--- src/rtl/ns_requant_pkg.sv ---
package ns_requant_pkg;
  localparam int unsigned IN_W_DEF  = 16;
  localparam int unsigned OUT_W_DEF = 12;
  localparam int unsigned ERR_W_DEF = 8;

  // width of the feedback sum: input plus two guard bits
  function automatic int unsigned sum_width(int unsigned in_w);
    return in_w + 2;
  endfunction
endpackage

--- src/rtl/ns_fmt_conv.sv ---
module ns_fmt_conv #(
  parameter int unsigned W = 16
) (
  input  logic [W-1:0]        raw_i,
  input  logic                offset_i,
  output logic signed [W-1:0] tc_o
);
  always_comb begin
    if (offset_i) tc_o = {~raw_i[W-1], raw_i[W-2:0]};
    else          tc_o = raw_i;
  end
endmodule

--- src/rtl/ns_err_fb.sv ---
module ns_err_fb #(
  parameter int unsigned IN_W  = 16,
  parameter int unsigned ERR_W = 8,
  parameter int unsigned VW    = 18
) (
  input  logic                    clk_i,
  input  logic                    rst_ni,
  input  logic                    en_i,
  input  logic                    adv_i,
  input  logic signed [IN_W-1:0]  x_i,
  input  logic signed [ERR_W-1:0] err_new_i,
  output logic signed [VW-1:0]    v_o,
  output logic signed [ERR_W-1:0] err1_o,
  output logic signed [ERR_W-1:0] err2_o
);
  logic signed [ERR_W-1:0] e1_q, e2_q;
  logic signed [VW-1:0]    x_ext, e1_ext, e2_ext;

  assign x_ext  = VW'(x_i);
  assign e1_ext = VW'(e1_q);
  assign e2_ext = VW'(e2_q);

  // gate with en so a freshly disabled cycle never sees stale history
  always_comb begin
    if (en_i) v_o = x_ext + (e1_ext <<< 1) - e2_ext;
    else      v_o = x_ext;
  end

  always_ff @(posedge clk_i or negedge rst_ni) begin
    if (!rst_ni) begin
      e1_q <= '0;
      e2_q <= '0;
    end else if (!en_i) begin
      e1_q <= '0;
      e2_q <= '0;
    end else if (adv_i) begin
      e2_q <= e1_q;
      e1_q <= err_new_i;
    end
  end

  assign err1_o = e1_q;
  assign err2_o = e2_q;
endmodule

--- src/rtl/ns_quant.sv ---
module ns_quant #(
  parameter int unsigned VW    = 18,
  parameter int unsigned OUT_W = 12,
  parameter int unsigned SH    = 4,
  parameter int unsigned ERR_W = 8
) (
  input  logic signed [VW-1:0]    v_i,
  output logic signed [OUT_W-1:0] q_o,
  output logic signed [ERR_W-1:0] err_o
);
  localparam int unsigned XW = VW + 1;
  localparam logic signed [XW-1:0] HALF = XW'(1 << (SH - 1));
  localparam logic signed [XW-1:0] QMAX = XW'((1 << (OUT_W - 1)) - 1);
  localparam logic signed [XW-1:0] QMIN = -QMAX - XW'(1);
  localparam logic signed [XW-1:0] EMAX = XW'((1 << (ERR_W - 1)) - 1);
  localparam logic signed [XW-1:0] EMIN = -EMAX - XW'(1);

  logic signed [XW-1:0] v_ext, v_rnd, r_sh, q_sat, diff;

  always_comb begin
    v_ext = XW'(v_i);
    v_rnd = v_ext + HALF;
    r_sh  = v_rnd >>> SH;
    if (r_sh > QMAX)      q_sat = QMAX;
    else if (r_sh < QMIN) q_sat = QMIN;
    else                  q_sat = r_sh;
    // error relative to the clipped level
    diff = v_ext - (q_sat <<< SH);
    if (diff > EMAX)      err_o = EMAX[ERR_W-1:0];
    else if (diff < EMIN) err_o = EMIN[ERR_W-1:0];
    else                  err_o = diff[ERR_W-1:0];
    q_o = q_sat[OUT_W-1:0];
  end
endmodule

--- src/rtl/ns_requant.sv ---
module ns_requant #(
  parameter int unsigned IN_W  = ns_requant_pkg::IN_W_DEF,
  parameter int unsigned OUT_W = ns_requant_pkg::OUT_W_DEF,
  parameter int unsigned ERR_W = ns_requant_pkg::ERR_W_DEF
) (
  input  logic             clk_i,
  input  logic             rst_ni,
  input  logic             shape_en_i,
  input  logic             fmt_offset_i,
  input  logic             valid_i,
  input  logic [IN_W-1:0]  data_i,
  output logic             valid_o,
  output logic [OUT_W-1:0] data_o
);
  localparam int unsigned SH = IN_W - OUT_W;
  localparam int unsigned VW = ns_requant_pkg::sum_width(IN_W);

  logic signed [IN_W-1:0]  x_tc;
  logic signed [VW-1:0]    v_sum;
  logic signed [OUT_W-1:0] q_val;
  logic signed [ERR_W-1:0] err_new, err1, err2;

  ns_fmt_conv #(.W(IN_W)) u_fmt (
    .raw_i    (data_i),
    .offset_i (fmt_offset_i),
    .tc_o     (x_tc)
  );

  ns_err_fb #(.IN_W(IN_W), .ERR_W(ERR_W), .VW(VW)) u_fb (
    .clk_i     (clk_i),
    .rst_ni    (rst_ni),
    .en_i      (shape_en_i),
    .adv_i     (valid_i),
    .x_i       (x_tc),
    .err_new_i (err_new),
    .v_o       (v_sum),
    .err1_o    (err1),
    .err2_o    (err2)
  );

  ns_quant #(.VW(VW), .OUT_W(OUT_W), .SH(SH), .ERR_W(ERR_W)) u_q (
    .v_i   (v_sum),
    .q_o   (q_val),
    .err_o (err_new)
  );

  always_ff @(posedge clk_i or negedge rst_ni) begin
    if (!rst_ni) begin
      valid_o <= 1'b0;
      data_o  <= '0;
    end else begin
      valid_o <= valid_i;
      if (valid_i) data_o <= q_val;
    end
  end
endmodule

--- config.mk ---
export PLATFORM = sky130hd
export DESIGN_NAME = ns_requant
export DESIGN_NICKNAME = d
export VERILOG_FILES = /design/src/rtl/ns_requant_pkg.sv /design/src/rtl/ns_fmt_conv.sv /design/src/rtl/ns_err_fb.sv /design/src/rtl/ns_quant.sv /design/src/rtl/ns_requant.sv
export SDC_FILE = /design/constraint.sdc
export NUM_CORES = 1
export LEC_CHECK = 0
export BUFFER_PORTS_ARGS = -buffer_cell sky130_fd_sc_hd__buf_4
export CELL_PAD_IN_SITES_DETAIL_PLACEMENT = 2
export CELL_PAD_IN_SITES_GLOBAL_PLACEMENT = 2
export CORE_MARGIN = 1.5
export CORE_UTILIZATION = 28
export CTS_CLUSTER_SIZE = 16
export DETAILED_ROUTE_END_ITERATION = 10
export PLACE_DENSITY_LB_ADDON = 0.1
export SLEW_MARGIN = 0
export SYNTH_ARGS = -nofsm -noshare
export SYNTH_HDL_FRONTEND = slang
export SYNTH_SLANG_ARGS = --single-unit
--- constraint.sdc ---
create_clock -name clk_i -period 12.4 [get_ports clk_i]
set_input_delay 1.86 -clock clk_i [delete_from_list [all_inputs] [get_ports clk_i]]
set_output_delay 1.86 -clock clk_i [all_outputs]
set_load 0.02 [all_outputs]
# Word level (Yosys, flattened, before mapping)
# Index checks and enable logic that the tools add are counted.
[op_classes] magnitude_cmp=4 n_eq_ne=1 n_mux=10 n_addsub=4 n_bitwise=1
[ops] operator="$mux 8" count=6
[ops] operator="$mux 15" count=2
[ops] operator="$add 18x5->19 const B" count=1
[ops] operator="$gt 19x8->1 const B" count=1
[ops] operator="$lt 19x8->1 const B" count=1
[ops] operator="$sub 18x19->19" count=1
[ops] operator="$mux 18" count=1
[ops] operator="$sub 17x8->18" count=1
[ops] operator="$add 16x9->17" count=1
[ops] operator="$mux 16" count=1
[ops] operator="$gt 15x12->1 const B" count=1
[ops] operator="$lt 15x12->1 const B" count=1
[ops] operator="$ne 2x1->1 const B" count=1
[ops] operator="$not 1->1" count=1
[word_totals] wordCells=24 input_bits=21 out_inout_bits=13 regBits=29

# Longest topological paths before layout
[logic_depth] depth_word=15 mapped_depth=31 mapped_depth_nobuf=30

# Cells and area by module
# From an unflattened synthesis, not the netlist that was laid out.
[unflattened] cells_unflattened=567 area_unflattened_um2=4426.7
[modules_own_cells] module="ns_err_fb" area_per_inst_um2=2118.3 instances=1 cells_per_inst=268
[modules_own_cells] module="ns_quant" area_per_inst_um2=1677.9 instances=1 cells_per_inst=257
[modules_own_cells] module="ns_requant" area_per_inst_um2=509.2 instances=1 cells_per_inst=26
[modules_own_cells] module="ns_fmt_conv" area_per_inst_um2=121.4 instances=1 cells_per_inst=16

# Worst setup path after synthesis
# Ideal clock, no wire load.
[synth_timing] kind="input to register" from="input port data_i[1]" to="register u_fb.e1_q[0] (netlist: u_fb.err1_o[0])" required_ps=12254 slack_ps=3536 t_arrival_ps=8718 n_path_buf=1 cell_stages=29 cell_sequence="fa_1 > ha_1 > inv_1 > fa_1 > nor2b_2 > o31ai_4 > nor3b_1 > o31ai_4 > nand4_4 > or2_4 > nor4b_4 > xor2_2 > nand3b_1 > ha_1 > clkbuf_1 > inv_1 > a21o_1 > ha_1 > inv_1 > fa_1 > a21oi_1 > or2_1 > a2111o_1 > a211oi_1 > o211ai_1 > a2111oi_2 > nand4_1 > o41ai_4 > o22ai_1"
[synth_between] elab_chain_len=14 elab_cells_between_ends=16 classes_between="add/sub: 4; order compare: 4; mux: 8"
[synth_rtl] element="start, declared" line_no="ns_requant.sv:11" source="input logic [IN_W-1:0] data_i,"
[synth_rtl] element="$mux 16 (*)" line_no="ns_fmt_conv.sv:9" source="if (offset_i) tc_o = {~raw_i[W-1], raw_i[W-2:0]};"
[synth_rtl] element="$add 16x9->17" line_no="ns_err_fb.sv:25" source="if (en_i) v_o = x_ext + (e1_ext <<< 1) - e2_ext;"
[synth_rtl] element="$sub 17x8->18" line_no="ns_err_fb.sv:25"
[synth_rtl] element="$mux 18 (*)" line_no="ns_err_fb.sv:25"
[synth_rtl] element="$add 18x5->19 (*)" line_no="ns_quant.sv:22" source="v_rnd = v_ext + HALF;"
[synth_rtl] element="$lt 15x12->1" line_no="ns_quant.sv:25" source="else if (r_sh < QMIN) q_sat = QMIN;"
[synth_rtl] element="$mux 15" line_no="ns_quant.sv:25"
[synth_rtl] element="$mux 15 (*)" line_no="ns_quant.sv:24" source="if (r_sh > QMAX) q_sat = QMAX;"
[synth_rtl] element="via q_val[0]" line_no="ns_requant.sv:20" source="logic signed [OUT_W-1:0] q_val;"
[synth_rtl] element="$sub 18x19->19 (*)" line_no="ns_quant.sv:28" source="diff = v_ext - (q_sat <<< SH);"
[synth_rtl] element="$lt 19x8->1" line_no="ns_quant.sv:30" source="else if (diff < EMIN) err_o = EMIN[ERR_W-1:0];"
[synth_rtl] element="$mux 8" line_no="ns_quant.sv:30"
[synth_rtl] element="$mux 8 (*)" line_no="ns_quant.sv:29" source="if (diff > EMAX) err_o = EMAX[ERR_W-1:0];"
[synth_rtl] element="$mux 8 (*)" line_no="ns_err_fb.sv:36" source="end else if (adv_i) begin"
[synth_rtl] element="$mux 8 (*)" line_no="ns_err_fb.sv:33" source="end else if (!en_i) begin"
[synth_rtl] element="end signal, assigned" line_no="ns_err_fb.sv:38" source="e1_q <= err_new_i;"
[synth_rtl] element="end, declared" line_no="ns_err_fb.sv:16" source="logic signed [ERR_W-1:0] e1_q, e2_q;"
# The timed path passes the listed nets; every way through them passes the cells marked *. The select of a mux whose other input is x is not followed.
# A chain may end at the register's enable or synchronous reset.

# Worst setup path in the final report
[layout_timing] from="input port data_i[1]" to="register u_fb.e1_q[6] (netlist: u_fb.err1_o[6])"
# The elaborated chain is that of the path after synthesis.

==> metrics.txt <==
# TYPE chip_impl_metric gauge
chip_impl_metric{name="fin_ws",unit="ns"} 2.663
chip_impl_metric{name="pre_cts_slack",unit="ns"} 2.316
chip_impl_metric{name="post_cts_resize_count",unit=""} 0
chip_impl_metric{name="post-cts-setup-buffer-count",unit=""} 0
chip_impl_info{name="start_kind",value="input port"} 1
chip_impl_metric{name="max_slew.worst_pin.slew",unit="ns"} 0.8183
chip_impl_metric{name="die_height",unit="µm"} 126.5
chip_impl_metric{name="drv.max_cap_violation_count",unit=""} 0
chip_impl_metric{name="fmax",unit="GHz"} 0.1027
chip_impl_metric{name="tritoncts_num_sinks",unit=""} 29
chip_impl_info{name="rsz0062_at_grt",value="no"} 1
chip_impl_metric{name="routed_vias",unit=""} 4024
chip_impl_metric{name="design.core.area",unit="µm²"} 14700
chip_impl_info{name="cts.root.buffer_cell",value="clkbuf_16"} 1
chip_impl_metric{name="synth_edf_count",unit=""} 0
chip_impl_metric{name="post-route-min-period",unit="ns"} 9.737
chip_impl_metric{name="routed_len_inst",unit="µm"} 20.05
chip_impl_info{name="cts_tree",value="done"} 1
chip_impl_metric{name="ctsHtreeMaxLevel",unit=""} 2
chip_impl_metric{name="first_pass_grt_wire_length",unit="µm"} 23720
chip_impl_metric{name="worst_setup_hold_path_clk_slew",unit="ns"} 0.05
chip_impl_metric{name="yosys.area_share.xor_xnor",unit="%"} 4.689
chip_impl_metric{name="area_growth",unit="%"} 13.13
chip_impl_metric{name="clk_latency",unit="ns"} 0.29
chip_impl_metric{name="die-width",unit="µm"} 126.5
chip_impl_info{name="crit_path_class",value="input port to flip-flop"} 1
chip_impl_metric{name="finalClockSkew",unit="ns"} 0.01057
chip_impl_metric{name="min_delay_path_depth",unit=""} 1
chip_impl_metric{name="path_max_fanout",unit=""} 13
chip_impl_info{name="synth_top_family_by_area",value="compound AO/OA/AOI/OAI gates"} 1
chip_impl_metric{name="synthesis.yosys.warnings",unit=""} 0
chip_impl_metric{name="row_count",unit=""} 44
chip_impl_metric{name="timing.max_slew.rel_slack",unit="%"} 45.19
chip_impl_metric{name="final-setup-viol-count",unit=""} 0
chip_impl_metric{name="dpl.hpwl",unit="µm"} 11770
chip_impl_info{name="most_frequent_cells_in_the_layout",value="inv_1 (55), nor2_1 (48), a21oi_1 (38), buf_4 (33), ha_1 (31)"} 1
chip_impl_metric{name="cp_slowest_stage_delay",unit="ns"} 0.63
chip_impl_metric{name="r2r.worst_path.cells",unit=""} 28
chip_impl_metric{name="syn_inst",unit=""} 520
chip_impl_metric{name="reg2reg_setup_slack",unit="ns"} 3.88
chip_impl_metric{name="hold_buffers",unit=""} 0
chip_impl_metric{name="num-fill-cells",unit=""} 1676
chip_impl_info{name="worstSetupEndpointType",value="flip-flop"} 1
chip_impl_metric{name="route.antenna.remaining_nets",unit=""} 0
chip_impl_metric{name="report.final.hold_viol_count",unit=""} 0
chip_impl_metric{name="synth-compound-area-share",unit="%"} 28.78
chip_impl_metric{name="route.final.wire_length",unit="µm"} 14580
chip_impl_metric{name="final_max_slew_viol_count",unit=""} 0
chip_impl_metric{name="synth_fa_ha_area_share",unit="%"} 17.06
chip_impl_metric{name="postSynthNetCount",unit=""} 589
chip_impl_metric{name="max_root_sink_buffers",unit=""} 2
chip_impl_metric{name="grt_antenna_before_repair",unit=""} 0
chip_impl_info{name="class_of_the_tightest_hold_or_removal_check",value="flip-flop to flip-flop"} 1
chip_impl_metric{name="post_synth_instance_area",unit="µm²"} 4269
chip_impl_metric{name="place.gp.congestion",unit=""} 0.8366
chip_impl_metric{name="cts_inserted_buffers",unit=""} 5
chip_impl_metric{name="total_cell_area_at_the_placement_stage",unit="µm²"} 4677
chip_impl_metric{name="antenna_cells_inserted",unit=""} 0
chip_impl_metric{name="via_per_inst",unit=""} 5.535
chip_impl_metric{name="detail_route.first_pass.iterations",unit=""} 4
chip_impl_info{name="hold_path.startpoint",value="data_o[3]$_DFFE_PN0P_"} 1
chip_impl_metric{name="synth_area_per_cell",unit="µm²"} 8.210
chip_impl_info{name="status",value="complete, no violations"} 1
chip_impl_metric{name="grt_remaining_overflow",unit=""} 0
chip_impl_info{name="whs_endpoint",value="data_o[3]$_DFFE_PN0P_"} 1
chip_impl_metric{name="initial_core_util",unit="%"} 29.04
chip_impl_info{name="layout_commonest_cell",value="inv_1"} 1
chip_impl_metric{name="yosys_register_bits",unit=""} 29
chip_impl_metric{name="required",unit="ns"} 12.52
chip_impl_info{name="timing.rr.end",value="u_fb.err1_o[6]$_DFFE_PN0P_"} 1
chip_impl_metric{name="placement.io_buffers",unit=""} 33
chip_impl_metric{name="final_min_period_over_clock_period",unit="%"} 78.52
chip_impl_metric{name="first_global_vias",unit=""} 4375
chip_impl_metric{name="finish.net_count",unit=""} 611
chip_impl_info{name="cp_slowest_cell",value="o41ai_4"} 1
chip_impl_metric{name="totalNegativeSetupSlack",unit="ns"} 0
chip_impl_metric{name="simple_gate_share_of_the_synthesized_area",unit="%"} 21.22
chip_impl_metric{name="drcViolationCount",unit=""} 0
chip_impl_metric{name="final_cell_area",unit="µm²"} 4830
chip_impl_metric{name="proportion_of_register_bits_with_asynchronous_set_or_reset_after_synthesis",unit="%"} 100.0
chip_impl_metric{name="dr.first_iter.drc_count",unit=""} 223
chip_impl_metric{name="grt_max_degree",unit=""} 43
chip_impl_info{name="most_instantiated_flip_flop_cell_in_the_synthesis_netlist",value="dfrtp_1"} 1
chip_impl_metric{name="arrival",unit="ns"} 9.85
chip_impl_metric{name="gr-usage-all-layers",unit="%"} 18.82
chip_impl_metric{name="synthDistinctLibCells",unit=""} 78
chip_impl_metric{name="share_of_the_core_filled_with_cells",unit="%"} 32.86
chip_impl_info{name="regToRegStartpoint",value="u_fb.err1_o[7]$_DFFE_PN0P_"} 1
chip_impl_metric{name="synth.yosys.seq_area_share",unit="%"} 17.00
chip_impl_metric{name="synthMuxAreaShare",unit="%"} 4.689
chip_impl_metric{name="post_route_cells_drive_above_1_share",unit="%"} 14.36
chip_impl_metric{name="floorplan.die_area",unit="µm²"} 16000
chip_impl_metric{name="io_pins",unit=""} 34
[cell type report]
cell class | count | area (µm²) | share of cell area (%)
repair buffers | 33 | 247.7 | 5.130
well taps | 184 | 230.2 | 4.767
clock inverters | 2 | 13.76 | 0.2850
multi-input cells | 417 | 3263 | 67.56
flip-flops and latches | 29 | 725.7 | 15.03
inverters | 56 | 210.2 | 4.352
clock buffers | 6 | 138.9 | 2.876
[state kept, by name, summed over array words and instances (netlist names)]
register and flops:
valid_o 1, u_fb.err2_o 8, u_fb.err1_o 8, data_o 12
[per-stage QoR]
step | std cells | hold WS [ns]
2_1_floorplan | 520 | 0.4863
3_3_place_gp | 719 | 0.5015
3_5_place_dp | 719 | 0.5036
4_1_cts | 727 | 0.5193
5_1_grt | 727 | 0.5466
6_report | 727 | 0.5146
[synthesized netlist by cell type, drive strengths merged (3+ instances only)]
cell type,instances,area share [%]
a2111o,3,0.79
a211o,5,1.0
a211oi,8,1.7
a21boi,3,0.53
a21o,6,1.1
a21oi,38,4.5
a31o,3,0.62
a31oi,7,1.0
and2,8,1.2
and3,4,0.59
buf,4,0.41
clkbuf,14,1.2
dfrtp,29,17
fa,17,8.0
ha,31,9.1
inv,56,4.9
mux2,3,0.79
mux2i,15,3.9
nand2,29,2.5
nand2b,11,1.6
nand3,9,1.3
nand3b,6,1.1
nand4,11,2.0
nor2,48,4.2
nor2b,7,1.1
nor3,9,1.1
nor3b,5,0.88
nor4b,3,1.1
o2111ai,6,1.2
o211ai,11,2.2
o21a,7,1.2
o21ai,27,3.3
o22ai,9,1.3
o31a,5,1.2
o31ai,8,2.5
o41ai,3,1.2
or2,8,1.2
xnor2,15,3.1
xor2,7,1.6
[critical path: cells and delay by family]
| kind | cells | cell delay, ns |
|---|---|---|
| AO/OA/AOI/OAI | 10 | 3.18 |
| adder cells (fa/ha/maj) | 6 | 2.13 |
| buffers and inverters | 4 | 0.40 |
| multiplexers | 1 | 0.34 |
| AND/OR/NAND/NOR | 8 | 1.92 |
[routing by layer]
layer | vias to the layer above | routed length [µm] | global-route usage, %
li1 | 1939 | - | -
met1 | 2036 | 7192 | 25.58
met2 | 38 | 6914 | 32.30
met3 | 11 | 273 | 2.488
met4 | 0 | 197 | 3.178
met5 | - | 0 | 0
[cell families (layout without fill, tap and decap cells)]
logic type	Yosys count	in the layout
AOI/OAI and AO/OA	163	163
adders and majority gates	48	48
muxes	18	18
xor gates and xnor gates	22	22
and+or+nand+nor	166	166
DFF	29	29
buffers and inverters	74	97
[worst max path at each step]
stage,from,end,cells after the start
floorplan,data_i[1],u_fb.err1_o[0]$_DFFE_PN0P_,29
global placement,data_i[1],u_fb.err1_o[6]$_DFFE_PN0P_,29
global route,data_i[1],u_fb.err1_o[5]$_DFFE_PN0P_,29
finish,data_i[1],u_fb.err1_o[6]$_DFFE_PN0P_,29
detailed placement,data_i[1],u_fb.err1_o[6]$_DFFE_PN0P_,29
CTS,data_i[1],u_fb.err1_o[6]$_DFFE_PN0P_,29
Power is not shown: default switching activity piles up to over one toggle a cycle in this logic, so the estimate is an artifact.
